**src/rtl/nmi_edge_pkg.sv**
```systemverilog
package nmi_edge_pkg;

  localparam int unsigned NMI_LEVEL   = 16;
  localparam int unsigned LEVEL_W     = $clog2(NMI_LEVEL + 1);

  typedef enum logic [1:0] {
    PWR_RUN     = 2'b00,
    PWR_SLEEP   = 2'b01,
    PWR_STANDBY = 2'b10,
    PWR_RSVD    = 2'b11
  } pwr_state_e;

  function automatic logic is_low_power(input pwr_state_e st);
    return (st == PWR_SLEEP) || (st == PWR_STANDBY);
  endfunction

endpackage

```
**src/rtl/nmi_pin_sync.sv**
```systemverilog
// Synchronizer chain plus one history flop; flags single-cycle edges.
module nmi_pin_sync #(
  parameter int unsigned STAGES = 2
) (
  input  logic clk_i,
  input  logic rst_ni,
  input  logic pin_i,
  output logic rise_o,
  output logic fall_o
);

  logic [STAGES-1:0] sync_q, sync_d;
  logic              hist_q, hist_d;

  always_comb begin
    sync_d[0] = pin_i;
    for (int i = 1; i < STAGES; i++) begin
      sync_d[i] = sync_q[i-1];
    end
    hist_d = sync_q[STAGES-1];
  end

  always_ff @(posedge clk_i or negedge rst_ni) begin
    if (!rst_ni) begin
      sync_q <= '0;
      hist_q <= 1'b0;
    end else begin
      sync_q <= sync_d;
      hist_q <= hist_d;
    end
  end

  assign rise_o =  sync_q[STAGES-1] & ~hist_q;
  assign fall_o = ~sync_q[STAGES-1] &  hist_q;

endmodule

```
**src/rtl/nmi_blank_timer.sv**
```systemverilog
// Holds the applied polarity and suppresses detection after it changes.
module nmi_blank_timer #(
  parameter int unsigned BLANK_CYCLES = 20,
  parameter logic        SEL_RST      = 1'b0
) (
  input  logic clk_i,
  input  logic rst_ni,
  input  logic sel_i,
  output logic sel_o,
  output logic blank_o
);

  localparam int unsigned CNT_W = $clog2(BLANK_CYCLES + 1);
  localparam logic [CNT_W-1:0] CNT_LOAD = CNT_W'(BLANK_CYCLES);

  logic             sel_q;
  logic [CNT_W-1:0] cnt_q, cnt_d;
  logic             sel_change;
  logic             cnt_busy;
  logic             cnt_en;

  assign sel_change = sel_i ^ sel_q;
  assign cnt_busy   = (cnt_q != '0);
  assign cnt_en     = sel_change | cnt_busy;

  always_comb begin
    if (sel_change) begin
      cnt_d = CNT_LOAD;
    end else begin
      cnt_d = cnt_q - CNT_W'(1);
    end
  end

  always_ff @(posedge clk_i or negedge rst_ni) begin
    if (!rst_ni) begin
      sel_q <= SEL_RST;
    end else begin
      sel_q <= sel_i;
    end
  end

  always_ff @(posedge clk_i or negedge rst_ni) begin
    if (!rst_ni) begin
      cnt_q <= '0;
    end else if (cnt_en) begin
      cnt_q <= cnt_d;
    end
  end

  assign sel_o   = sel_q;
  assign blank_o = sel_change | cnt_busy;

endmodule

```
**src/rtl/nmi_accept_gate.sv**
```systemverilog
// Acceptance gating, sticky pending flag and standby wake pulse.
module nmi_accept_gate
  import nmi_edge_pkg::*;
(
  input  logic       clk_i,
  input  logic       rst_ni,
  input  logic       edge_hit_i,
  input  logic [1:0] pwr_state_i,
  input  logic       blk_mask_en_i,
  input  logic       cpu_block_i,
  input  logic       mask_all_i,
  input  logic       ack_i,
  output logic       pend_o,
  output logic       wake_o
);

  pwr_state_e pwr;
  logic       low_pwr;
  logic       accept;
  logic       take;
  logic       pend_q, pend_d;
  logic       wake_q, wake_d;

  assign pwr     = pwr_state_e'(pwr_state_i);
  assign low_pwr = is_low_power(pwr);
  assign accept  = ~mask_all_i & (low_pwr | blk_mask_en_i | ~cpu_block_i);
  assign take    = edge_hit_i & accept;

  always_comb begin
    pend_d = pend_q;
    if (take) begin
      pend_d = 1'b1;
    end else if (ack_i) begin
      pend_d = 1'b0;
    end
    wake_d = edge_hit_i & (pwr == PWR_STANDBY) & ~mask_all_i;
  end

  always_ff @(posedge clk_i or negedge rst_ni) begin
    if (!rst_ni) begin
      pend_q <= 1'b0;
      wake_q <= 1'b0;
    end else begin
      pend_q <= pend_d;
      wake_q <= wake_d;
    end
  end

  assign pend_o = pend_q;
  assign wake_o = wake_q;

endmodule

```
**src/rtl/nmi_edge_gate.sv**
```systemverilog
module nmi_edge_gate
  import nmi_edge_pkg::*;
#(
  parameter int unsigned SYNC_STAGES  = 2,
  parameter int unsigned BLANK_CYCLES = 20
) (
  input  logic               clk_i,
  input  logic               rst_ni,
  input  logic               nmi_pin_i,
  input  logic               edge_rise_sel_i,
  input  logic [1:0]         pwr_state_i,
  input  logic               blk_mask_en_i,
  input  logic               cpu_block_i,
  input  logic               mask_all_i,
  input  logic               nmi_ack_i,
  output logic               nmi_pend_o,
  output logic               wake_o,
  output logic [LEVEL_W-1:0] nmi_level_o
);

  logic rise, fall;
  logic sel_applied, blank;
  logic edge_hit;

  nmi_pin_sync #(
    .STAGES (SYNC_STAGES)
  ) u_sync (
    .clk_i  (clk_i),
    .rst_ni (rst_ni),
    .pin_i  (nmi_pin_i),
    .rise_o (rise),
    .fall_o (fall)
  );

  nmi_blank_timer #(
    .BLANK_CYCLES (BLANK_CYCLES),
    .SEL_RST      (1'b0)
  ) u_blank (
    .clk_i   (clk_i),
    .rst_ni  (rst_ni),
    .sel_i   (edge_rise_sel_i),
    .sel_o   (sel_applied),
    .blank_o (blank)
  );

  assign edge_hit = ~blank & (sel_applied ? rise : fall);

  nmi_accept_gate u_gate (
    .clk_i         (clk_i),
    .rst_ni        (rst_ni),
    .edge_hit_i    (edge_hit),
    .pwr_state_i   (pwr_state_i),
    .blk_mask_en_i (blk_mask_en_i),
    .cpu_block_i   (cpu_block_i),
    .mask_all_i    (mask_all_i),
    .ack_i         (nmi_ack_i),
    .pend_o        (nmi_pend_o),
    .wake_o        (wake_o)
  );

  assign nmi_level_o = nmi_pend_o ? LEVEL_W'(NMI_LEVEL) : '0;

endmodule

```
**config.mk**
```make
export PLATFORM = sky130hd
export DESIGN_NAME = nmi_edge_gate
export DESIGN_NICKNAME = d
export VERILOG_FILES = /design/src/rtl/nmi_edge_pkg.sv /design/src/rtl/nmi_pin_sync.sv /design/src/rtl/nmi_blank_timer.sv /design/src/rtl/nmi_accept_gate.sv /design/src/rtl/nmi_edge_gate.sv
export SDC_FILE = /design/constraint.sdc
export NUM_CORES = 1
export LEC_CHECK = 0
export ABC_CLOCK_PERIOD_IN_PS = 2200
export CORE_AREA = 3 3 43 45
export DETAILED_ROUTE_END_ITERATION = 7
export DIE_AREA = 0 0 46 48
export PLACE_DENSITY = 0.66
export SLEW_MARGIN = 20
export SYNTH_ARGS = -nofsm -noshare
export SYNTH_HDL_FRONTEND = slang
export SYNTH_SLANG_ARGS = --single-unit
export TNS_END_PERCENT = 100
```
**constraint.sdc**
```tcl
create_clock -name clk_i -period 2.2 [get_ports clk_i]
set_clock_uncertainty 0.2 [all_clocks]
set_input_delay 0.22 -clock clk_i [delete_from_list [all_inputs] [get_ports clk_i]]
set_output_delay 0.22 -clock clk_i [all_outputs]
set_load 0.03 [all_outputs]
```
Word level (Yosys, flattened, before mapping)
Index checks and enable logic that the tools add are counted.
{"block": "classes", "n_eq_ne": 2, "n_mux": 5, "n_bitwise": 16, "addsub": 1, "n_reduce_logical": 3}
{"cell": "$mux W5", "count": 2}
{"cell": "$and A1 B1 Y1", "count": 7}
{"cell": "$not A1 Y1", "count": 5}
{"cell": "$reduce_bool A5 Y1", "count": 1}
{"cell": "$sub A5 B1 Y5 const B", "count": 1}
{"cell": "$mux W1", "count": 3}
{"cell": "$or A1 B1 Y1", "count": 3}
{"cell": "$eq A2 B1 Y1 const B", "count": 1}
{"cell": "$eq A2 B2 Y1 const B", "count": 1}
{"cell": "$reduce_bool A2 Y1", "count": 1}
{"cell": "$logic_or A1 B1 Y1", "count": 1}
{"cell": "$xor A1 B1 Y1", "count": 1}
{"block": "word_totals", "inputBits": 10, "elab_cells": 33, "regBits": 11, "out_inout_bits": 7}

Logic depth before layout (Yosys ltp)
Gate-level depths: netlist of run 1.
{"block": "depth", "depth_word": 7, "depth_mapped": 6, "depth_no_buf": 5}

Modules after synthesis
Synthesis of run 1 repeated with hierarchy kept, for this count alone.
{"block": "unflattened", "hier_cells": 50, "area_unflattened_um2": 539.3}
{"module": "nmi_blank_timer", "cells_each": 28, "instances": 1, "area_per_inst_um2": 287.8, "seq_area_each_um2": 150.1}
{"module": "nmi_accept_gate", "cells_each": 9, "instances": 1, "area_per_inst_um2": 106.4, "seq_area_each_um2": 50.0}
{"module": "nmi_pin_sync", "cells_each": 5, "instances": 1, "area_per_inst_um2": 90.1, "seq_area_each_um2": 75.1}
{"module": "nmi_edge_gate", "cells_each": 8, "instances": 1, "area_per_inst_um2": 55.1, "seq_area_each_um2": 0.0}

Worst setup path after synthesis of run 1
No wires, ideal clock.
{"block": "synth_timing", "path_type": "reg-to-reg", "startpoint": "register u_blank.cnt_q[0]", "endpoint": "register u_gate.wake_q (netlist: u_gate.wake_o)", "t_required_ns": 1.934, "period_less_slack_ns": 1.786, "path_buffers": 1, "arrival_time_ns": 1.520, "setup_time_ns": 0.066, "path_stages_with_launch": 7, "path_slack_ns": 0.414, "path_cell_list": "dfrtp_1 inv_1 ha_1 or4b_1 buf_2 a211oi_2 and2_1"}
{"block": "synth_between", "elab_chain_cells": 6}
{"element": "start: declaration", "line": "nmi_blank_timer.sv:17", "rtl": "logic [CNT_W-1:0] cnt_q, cnt_d;"}
{"element": "start signal: assignment", "line": "nmi_blank_timer.sv:46", "rtl": "cnt_q <= cnt_d;"}
{"element": "$reduce_bool A5 Y1", "line": "nmi_blank_timer.sv:23", "rtl": "assign cnt_busy = (cnt_q != '0);"}
{"element": "$or A1 B1 Y1", "line": "nmi_blank_timer.sv:51", "rtl": "assign blank_o = sel_change | cnt_busy;"}
{"element": "$not A1 Y1", "line": "nmi_edge_gate.sv:46", "rtl": "assign edge_hit = ~blank & (sel_applied ? rise : fall);"}
{"element": "$and A1 B1 Y1", "line": "nmi_edge_gate.sv:46"}
{"element": "$and A1 B1 Y1 (2 in series)", "line": "nmi_accept_gate.sv:36", "rtl": "wake_d = edge_hit_i & (pwr == PWR_STANDBY) & ~mask_all_i;"}
{"element": "named net u_gate.wake_d", "line": "nmi_accept_gate.sv:22", "rtl": "logic wake_q, wake_d;"}
{"element": "end signal: assignment", "line": "nmi_accept_gate.sv:45", "rtl": "wake_q <= wake_d;"}
{"element": "end: declaration", "line": "nmi_accept_gate.sv:22"}
The timed path passes the listed nets, and every way through them passes these cells.
A chain may end at the register's enable or synchronous reset.

Worst setup path in the final report of run 1
{"block": "layout_timing", "startpoint": "register u_blank.cnt_q[0]", "endpoint": "register u_gate.pend_q (netlist: u_gate.pend_o)"}
{"block": "layout_between", "elab_chain_cells": 6, "elab_cells_between_ends": 7, "classes_between": "1 x mux; 4 x bitwise; 2 x reduce/logical"}
{"element": "$reduce_bool A5 Y1 *", "line": "nmi_blank_timer.sv:23"}
{"element": "$or A1 B1 Y1 *", "line": "nmi_blank_timer.sv:51"}
{"element": "$not A1 Y1 *", "line": "nmi_edge_gate.sv:46"}
{"element": "$and A1 B1 Y1 *", "line": "nmi_edge_gate.sv:46"}
{"element": "$and A1 B1 Y1 *", "line": "nmi_accept_gate.sv:27", "rtl": "assign take = edge_hit_i & accept;"}
{"element": "$mux W1 or $reduce_bool A2 Y1 (tied branches)"}
{"element": "end signal: assignment", "line": "nmi_accept_gate.sv:44", "rtl": "pend_q <= pend_d;"}
{"element": "end: declaration", "line": "nmi_accept_gate.sv:21", "rtl": "logic pend_q, pend_d;"}
Mark *: on every way between the ends. The rest lies on a longest branch, timed or not.

==> results.py, run 1 <==
metrics = {
    "status": {
        "status": "completed",
    },
    "grt": {
        "met2_usage_pct": 11.5,
        "grt_max_degree": 12,
        "grt_use_met1_pct": 10.7,
        "track_usage_pct": 8.40,
        "grt-busiest-layer": "met2",
        "first_global_vias": 296,
        "antenna_found_initial": 0,
        "grt_use_met3_pct": 6.02,
        "overflow": 0,
        "grt_pass1_wl_um": 1280,
    },
    "sta": {
        "finalSetupViolCount": 0,
        "setup-tns-final_ps": 0,
        "rsz0062_at_grt": "false",
        "fin_crit_ps": 1910,
        "fmax_ghz": 0.524,
        "hold_viol_final": 0,
        "drv_slew": 0,
        "period_share_pct": 86.8,
    },
    "clocking": {
        "cts.sinks": 11,
        "clock_path_buffers": 2,
        "cts_tree": "yes",
        "cts_buffers": 3,
        "clock_latency_ps": 260,
        "htreeDepth": 1,
        "clockRootBuffer": "clkbuf_4",
        "postCtsHoldBufs": 0,
        "clk_pin_slew_ps": 70,
        "cts_resized": 0,
        "cts_setup_buffers": 0,
    },
    "detailed_routing": {
        "route.detailed.drc": 0,
        "via_per_inst": 4.63,
        "dr_total_vias": 347,
        "drtAntennaViolNets": 0,
        "drtIter0Drc": 2,
        "drt-wirelength-per-cell_um": 10.3,
        "first_pass_iters": 3,
        "wl_um": 770,
    },
    "power_and_ir_drop": {
        "vdd_drop_max_mv": 0.516,
        "p_per_area_nw_per_um2": 745,
        "p_leak_nw": 0.284,
    },
    "flow_run": {
        "drv_cap": 0,
    },
    "placed_design": {
        "gp_congestion": 0.743,
        "dp_cells": 71,
        "dp_hpwl_um": 630,
        "port_buffers": 12,
    },
    "yosys": {
        "syn_area_per_cell_sq_um": 11.2,
        "ys_seq_elements": 11,
        "synth_cell_type_count": 22,
        "ys_warn_count": 0,
        "seq_area_frac_synth_pct": 53.5,
        "netlist_instances": 46,
        "syn_area_sq_um": 514,
    },
    "die": {
        "die_w_um": 46,
        "coreArea_sq_um": 1510,
        "start_util_pct": 34.1,
        "die-area_sq_um": 2210,
        "die_h_um": 48,
        "fp-row-count": 14,
        "io_pins": 17,
    },
    "finish": {
        "drive_gt1_share_pct": 6.78,
        "diodes": 0,
        "num-fill-cells": 152,
        "finalNonFillerCells": 75,
        "final_common_cell": "clkdlybuf4s50_1",
        "layout.nets": 72,
        "final_cell_mix": "clkdlybuf4s50_1 (12), dfrtp_1 (11), inv_1 (5)",
        "area_growth_syn_to_layout_pct": 26.3,
    },
    "setup_path": {
        "crit_path_end_kind": "register",
        "arrival_ps": 1910,
        "worstPathRequired_ps": 2210,
        "cp-start-kind": "register",
        "cp_max_fo": 6,
        "crit_type": "register to register",
    },
    "min_path": {
        "hold_path_class": "input pin to asynchronous set/reset pin",
    },
}
==> area by class of cell <==
cell class	instances	area, sq um	area share [%]
clock buffers	4	26.3	4.05
inverters	5	18.8	2.89
multi-input cells	27	189	29.1
flip-flops and latches	11	275	42.4
well taps	16	20.0	3.08
repair buffers	12	120	18.5
==> layer usage <==
layer	vias up	part of all wire (%)
met1	158	45
met2	16	41
met5	-	0
met4	0	0
met3	0	14
li1	173	-
==> power by group <==
group	total (mW)	switching (mW)	internal, mW
Clock	0.132	0.0616	0.0700
Combinational	0.0957	0.0460	0.0497
Sequential	0.257	0.0265	0.230
==> flip-flops by register name, indices dropped and copies added, names as in the netlist <==
register / cells
u_blank.cnt_q: 5
u_blank.sel_o: 1
u_gate.pend_o: 1
u_gate.wake_o: 1
u_sync.hist_q: 1
u_sync.sync_q: 2
==> kinds of logic after synthesis <==
kind of cell             after synthesis  synth area share (%)
AO/OA/AOI/OAI                          7                  10.5
XOR/XNOR                               2                  3.41
adder cells (fa/ha/maj)                2                  4.87
buffers and inverters                 11                  11.9
flip-flops                            11                  53.5
other                                  1                 0.729
AND/OR/NAND/NOR                       12                  15.1
==> path summary, 6_finish.rpt <==
kind                                                endpoint  slack [ps]  cells after the start                          from
worst min register to register    u_sync.sync_q[1]$_DFF_PN0_         160                      0    u_sync.sync_q[0]$_DFF_PN0_
worst min-delay path            u_blank.cnt_q[4]$_DFFE_PN0P_          70                      1                        rst_ni
max in group asynchronous         u_sync.sync_q[1]$_DFF_PN0_        1410                      1                        rst_ni
worst max-delay path               u_gate.pend_o$_DFFE_PN0P_         290                      5  u_blank.cnt_q[0]$_DFFE_PN0P_
worst max register to register     u_gate.pend_o$_DFFE_PN0P_         290                      5  u_blank.cnt_q[0]$_DFFE_PN0P_
min in group clk_i                u_sync.sync_q[1]$_DFF_PN0_         160                      0    u_sync.sync_q[0]$_DFF_PN0_
==> worst max-delay path, cell delays in order, from the launching register on <==
cell and delay, ps:
dfrtp_1 410, inv_1 70, ha_1 170, or4b_1 570
a211oi_2 270, a22o_1 160
==> metrics by stage <==
stage	instance area, sq um	power, mW	hold WS [ps]	setup slack [ps]	util, %
2_1_floorplan	526	0.328	-276	414	-
3_3_place_gp	623	0.357	145	304	41.4
3_5_place_dp	623	0.358	145	258	41.4
4_1_cts	649	0.497	85.7	273	43.1
5_1_grt	649	0.525	108	120	43.1
6_report	649	0.484	70.1	291	43.1
==> cell usage after synthesis <==
cell      count  share of area, %
xnor2_1       1               1.7
dfrtp_1      11                54
xor2_1        1               1.7
and2_1        1               1.2
o31ai_1       1               1.5
ha_1          2               4.9
nand3b_1      2               2.9
or3_1         1               1.2
or4b_1        2               3.9
a211oi_1      1               1.5
nand2_1       2               1.5
a21oi_1       2               1.9
buf_2         1              0.97
a22o_1        1               1.7
buf_4         5               7.3
inv_1         5               3.7
a211oi_2      1               2.4
nor4_1        1               1.2
conb_1        1              0.73
nor2_1        2               1.5
a21o_1        1               1.5
nand4b_1      1               1.7
Power figures use the tool's default switching activity.
==> run 2: changes to the inputs <==
--- a/config.mk
+++ b/config.mk
@@ -6,10 +6,11 @@
 export NUM_CORES = 1
 export LEC_CHECK = 0
 export ABC_CLOCK_PERIOD_IN_PS = 2200
-export CORE_AREA = 3 3 43 45
+export CORE_AREA = 3 3 40 42
 export DETAILED_ROUTE_END_ITERATION = 7
-export DIE_AREA = 0 0 46 48
-export PLACE_DENSITY = 0.66
+export DIE_AREA = 0 0 43 45
+export HOLD_SLACK_MARGIN = 0.03
+export PLACE_DENSITY = 0.74
 export SLEW_MARGIN = 20
 export SYNTH_ARGS = -nofsm -noshare
 export SYNTH_HDL_FRONTEND = slang
==> run 2 against run 1 <==
- sequential power hardly changed
- non-clock buffer count did not move
- clock power rose by 5%
- critical path type unchanged
- critical endpoint unchanged
==> results.py, run 2 (synthesized netlist as in run 1, its figures left out) <==
metrics = {
    "finish": {
        "finalNonFillerCells": 74,
        "largestRegisters": "u_blank.cnt_q x5, u_sync.sync_q x2",
        "largest_reg_flops": 5,
        "drive_gt1_share_pct": 6.78,
        "area_growth_syn_to_layout_pct": 26.0,
        "top_register": "u_blank.cnt_q",
        "layout.nets": 72,
        "final_cell_mix": "clkdlybuf4s50_1 (12), dfrtp_1 (11), inv_1 (5)",
        "diodes": 0,
        "final_common_cell": "clkdlybuf4s50_1",
    },
    "power_and_ir_drop": {
        "p_int_mw": 0.350,
        "power_frac_clock_pct": 28.0,
        "p_per_area_nw_per_um2": 761,
        "power_switching_mw": 0.143,
        "power_frac_comb_pct": 19.9,
        "swShare_pct": 28.9,
        "seqPwrFrac_pct": 52.2,
        "p_leak_nw": 0.284,
        "vdd_drop_max_mv": 0.357,
    },
    "detailed_routing": {
        "drtIter0Drc": 2,
        "drtAntennaViolNets": 0,
        "wl_um": 796,
        "first_pass_iters": 2,
        "drt-wirelength-per-cell_um": 10.8,
        "dr_total_vias": 358,
        "route.detailed.drc": 0,
        "via_per_inst": 4.84,
    },
    "status": {
        "status": "completed",
    },
    "grt": {
        "track_usage_pct": 9.79,
        "overflow": 0,
        "grt_max_degree": 12,
        "grt_pass1_wl_um": 1340,
        "first_global_vias": 339,
        "antenna_found_initial": 0,
    },
    "setup_path": {
        "r2r-start": "u_blank.cnt_q[0]$_DFFE_PN0P_",
        "crit_path_end_kind": "register",
        "cp-start-kind": "register",
        "r2r_setup_slack_ps": 250,
        "ff2ff_path_depth": 5,
        "reg2reg_to": "u_gate.pend_o$_DFFE_PN0P_",
        "arrival_ps": 1970,
        "cp_max_fo": 6,
        "crit_type": "register to register",
        "worstPathRequired_ps": 2210,
    },
    "sta": {
        "setup-tns-final_ps": 0,
        "finalSetupViolCount": 0,
        "drv_slew": 0,
        "setup_slack_ps": 248,
        "fmax_ghz": 0.512,
        "period_share_pct": 88.7,
        "rsz0062_at_grt": "false",
        "fin_crit_ps": 1950,
        "hold_viol_final": 0,
    },
    "clocking": {
        "cts_setup_buffers": 0,
        "cts_tree": "yes",
        "clk_pin_slew_ps": 70,
        "clock_path_buffers": 2,
        "cts.sinks": 11,
        "clock_latency_ps": 270,
        "clockRootBuffer": "clkbuf_4",
        "cts_resized": 0,
        "cts_buffers": 3,
        "postCtsHoldBufs": 0,
        "htreeDepth": 1,
    },
    "die": {
        "die_h_um": 45,
        "die-area_sq_um": 1940,
        "fp-row-count": 13,
        "start_util_pct": 40.0,
        "io_pins": 17,
        "coreArea_sq_um": 1280,
        "die_w_um": 43,
    },
    "placed_design": {
        "place_ws_ps": 247,
        "port_buffers": 12,
        "gp_congestion": 0.665,
        "dp_cells": 70,
        "dp_hpwl_um": 635,
    },
    "flow_run": {
        "drv_cap": 0,
    },
    "min_path": {
        "hold_path_class": "input pin to asynchronous set/reset pin",
    },
}
run 2: power by group through the flow:
stage	sequential, mW	combinational [mW]	clock, mW
CTS	0.257	0.0997	0.143
global placement	0.260	0.0970	0
detailed placement	0.261	0.0990	0
finish	0.257	0.0979	0.138
global route	0.265	0.112	0.150
floorplan	0.254	0.0743	0
run 2: critical path, cell delays in order, from the launching register on:
cell and delay [ps]:
dfrtp_1 420, inv_1 70, ha_1 190, or4b_1 600, a211oi_2 270, a22o_1 150
run 2: how the worst max path moves through the flow:
stage,to,start,depth (start not counted)
detailed placement,u_gate.pend_o$_DFFE_PN0P_,u_blank.cnt_q[0]$_DFFE_PN0P_,5
global route,u_gate.wake_o$_DFF_PN0_,u_blank.cnt_q[0]$_DFFE_PN0P_,5
finish,u_gate.pend_o$_DFFE_PN0P_,u_blank.cnt_q[0]$_DFFE_PN0P_,5
CTS,u_gate.pend_o$_DFFE_PN0P_,u_blank.cnt_q[0]$_DFFE_PN0P_,5
global placement,u_gate.pend_o$_DFFE_PN0P_,edge_rise_sel_i,4
floorplan,u_gate.wake_o$_DFF_PN0_,u_blank.cnt_q[0]$_DFFE_PN0P_,6
run 2: final cells by class:
type / instances / area (sq um)
fill: 120 / 637
sequential: 11 / 275
multi-input combinational: 27 / 189
timing repair buffer: 12 / 120
clock buffer: 4 / 26.3
inverter: 5 / 18.8
tap: 15 / 18.8
run 2: metrics by stage:
step	hold slack [ps]	util [%]	instance area, sq um	power, mW
after floorplan	-276	-	526	0.328
after global placement	133	48.4	622	0.357
after detailed placement	141	48.4	622	0.360
after CTS	84.4	50.4	648	0.500
after global routing	97.8	50.4	648	0.527
final	73.1	50.4	648	0.493
run 2: per-layer routing:
metal  vias to the layer above  GRT usage [%]  part of all wire [%]
met1                       168           9.52                    36
met3                         2           2.39                   7.2
met4                         0           9.04                   2.1
met2                        14           17.1                    54
met5                         -              0                     0
li1                        174              -                     -
==> run 3: changes to the inputs <==
--- a/config.mk
+++ b/config.mk
@@ -5,12 +5,13 @@
 export SDC_FILE = /design/constraint.sdc
 export NUM_CORES = 1
 export LEC_CHECK = 0
-export ABC_CLOCK_PERIOD_IN_PS = 2200
+export ABC_CLOCK_PERIOD_IN_PS = 2400
 export CORE_AREA = 3 3 40 42
 export DETAILED_ROUTE_END_ITERATION = 7
 export DIE_AREA = 0 0 43 45
 export HOLD_SLACK_MARGIN = 0.03
 export PLACE_DENSITY = 0.74
+export RECOVER_POWER = 50
 export SLEW_MARGIN = 20
 export SYNTH_ARGS = -nofsm -noshare
 export SYNTH_HDL_FRONTEND = slang
==> constraint.sdc (replaced) <==
create_clock -name clk_i -period 2.4 [get_ports clk_i]
set_clock_uncertainty 0.2 [all_clocks]
set_input_delay 0.24 -clock clk_i [delete_from_list [all_inputs] [get_ports clk_i]]
set_output_delay 0.24 -clock clk_i [all_outputs]
set_load 0.005 [all_outputs]
==> run 3 against run 2 <==
- hold slack better by 83 ps
- clock-buffer cell count fell by 1
- first-iteration DRC count shrank 100%
- sequential share of layout area down 0.082 points
- clock power shrank 9%
- cell area is 0.19% higher
- combinational power decreased by 15%
- via count up 2.8%
- die area unchanged
- non-clock buffer count did not move
- wire length is 3.1% higher
- register-to-register slack improved by 180 ps
- critical path type unchanged
- highest routed layer unchanged
==> results.py, run 3 (synthesized netlist as in run 1, its figures left out) <==
metrics = {
    "clocking": {
        "cts_buffers": 3,
        "clk_pin_slew_ps": 70,
        "cts_setup_buffers": 0,
        "cts_tree": "yes",
        "htreeDepth": 1,
        "postCtsHoldBufs": 0,
        "cts.sinks": 11,
        "cts_resized": 0,
        "clock_path_buffers": 2,
        "clockRootBuffer": "clkbuf_4",
        "clock_latency_ps": 270,
    },
    "setup_path": {
        "cp_max_fo": 6,
        "cp_slowest_cell": "or4b_1",
        "cpPeakStageDelay_ps": 600,
        "arrival_ps": 1980,
        "cp.buffers_inverters": 1,
        "worstPathRequired_ps": 2410,
        "crit_path_end_kind": "register",
        "crit_chain": "inv_1 > ha_1 > or4b_1 > a211oi_2 > and2_1",
        "cpLargestDelayFamily": "simple AND/OR/NAND/NOR gates",
        "crit_type": "register to register",
        "cp-start-kind": "register",
    },
    "detailed_routing": {
        "drt-wirelength-per-cell_um": 11.1,
        "drtAntennaViolNets": 0,
        "first_pass_iters": 1,
        "wl_um": 821,
        "dr_total_vias": 368,
        "via_per_inst": 4.97,
        "drtIter0Drc": 0,
        "route.detailed.drc": 0,
    },
    "grt": {
        "grt_pass1_wl_um": 1440,
        "overflow": 0,
        "first_global_vias": 356,
        "antenna_found_initial": 0,
        "grt_use_met3_pct": 3.59,
        "track_usage_pct": 10.7,
        "grt_max_degree": 12,
        "grt_use_met1_pct": 8.77,
        "met2_usage_pct": 19.5,
        "grt-busiest-layer": "met2",
    },
    "die": {
        "io_pins": 17,
        "coreArea_sq_um": 1280,
        "die_h_um": 45,
        "die-area_sq_um": 1940,
        "fp-row-count": 13,
        "die_w_um": 43,
        "start_util_pct": 40.0,
    },
    "finish": {
        "drive_gt1_share_pct": 8.47,
        "final_common_cell": "dfrtp_1",
        "regArea_sq_um": 275,
        "area_growth_syn_to_layout_pct": 26.3,
        "largestRegisters": "u_blank.cnt_q x5, u_sync.sync_q x2",
        "fin_area_sq_um": 649,
        "layout.nets": 72,
        "top_register": "u_blank.cnt_q",
        "multi_input_area_sq_um": 189,
        "final_cell_mix": "dfrtp_1 (11), clkdlybuf4s50_1 (9), inv_1 (5)",
        "num-fill-cells": 128,
        "largest_reg_flops": 5,
        "diodes": 0,
    },
    "min_path": {
        "hold_path_class": "register to register",
    },
    "flow_run": {
        "drv_cap": 0,
    },
    "sta": {
        "drv_slew": 0,
        "period_share_pct": 82.1,
        "fmax_ghz": 0.508,
        "rsz0062_at_grt": "false",
        "setup-tns-final_ps": 0,
        "fin_crit_ps": 1970,
        "finalSetupViolCount": 0,
        "hold_viol_final": 0,
    },
    "placed_design": {
        "port_buffers": 12,
        "postPlaceCellArea_sq_um": 622,
        "gp_congestion": 0.655,
    },
    "power_and_ir_drop": {
        "vdd_drop_max_mv": 0.323,
        "p_per_area_nw_per_um2": 685,
        "p_leak_nw": 0.287,
    },
    "status": {
        "status": "completed",
    },
}
-- run 3: cell types whose count changed in the layout (fill, tap and decap cells not counted) --
cell / delta
clkbuf_1: -1
clkdlybuf4s50_1: -3
clkinv_2: +1
dlygate4sd3_1: +3
-- run 3: routing by layer --
layer  up-vias  part of all wire [%]
met5         -                     0
met4         0                   2.8
met3         2                   7.3
met2        15                    55
met1       178                    35
li1        173                     -
-- run 3: power by group --
group	switching [mW]	internal, mW
sequential	0.0248	0.211
clock	0.0634	0.0617
combinational	0.0386	0.0452
-- run 3: worst register-to-register path, stage by stage (launching register included) --
cell	delay (ps)
dfrtp_1	420
inv_1	70
ha_1	180
or4b_1	600
a211oi_2	270
and2_1	160
-- run 3: layout make-up --
type | instances | share of cell area [%]
Sequential cell | 11 | 42.4
Multi-Input combinational cell | 27 | 29.1
Timing Repair Buffer | 12 | 18.5
Clock buffer | 3 | 3.47
Inverter | 5 | 2.89
Tap cell | 15 | 2.89
Clock inverter | 1 | 0.771
-- run 3: per-stage QoR --
stage               power, mW  hold slack (ps)  util, %  std cells  worst slack (ps)
global route            0.478              160     50.5         74               344
floorplan               0.293             -256        -         49               614
finish                  0.445              156     50.5         74               430
CTS                     0.454              101     50.5         74               424
detailed placement      0.326              140     48.4         70               436
global placement        0.320              134     48.4         70               489
-- run 3: final timing paths --
path	from	end	slack [ps]	cells past startpoint
worst max-delay path	u_blank.cnt_q[0]$_DFFE_PN0P_	u_gate.wake_o$_DFF_PN0_	430	5
worst min-delay path	u_sync.sync_q[0]$_DFF_PN0_	u_sync.sync_q[1]$_DFF_PN0_	160	0
worst max register to register	u_blank.cnt_q[0]$_DFFE_PN0P_	u_gate.wake_o$_DFF_PN0_	430	5
worst min register to register	u_sync.sync_q[0]$_DFF_PN0_	u_sync.sync_q[1]$_DFF_PN0_	160	0
max in group asynchronous	rst_ni	u_gate.pend_o$_DFFE_PN0P_	1500	1
min in group asynchronous	rst_ni	u_blank.sel_o$_DFF_PN0_	170	1
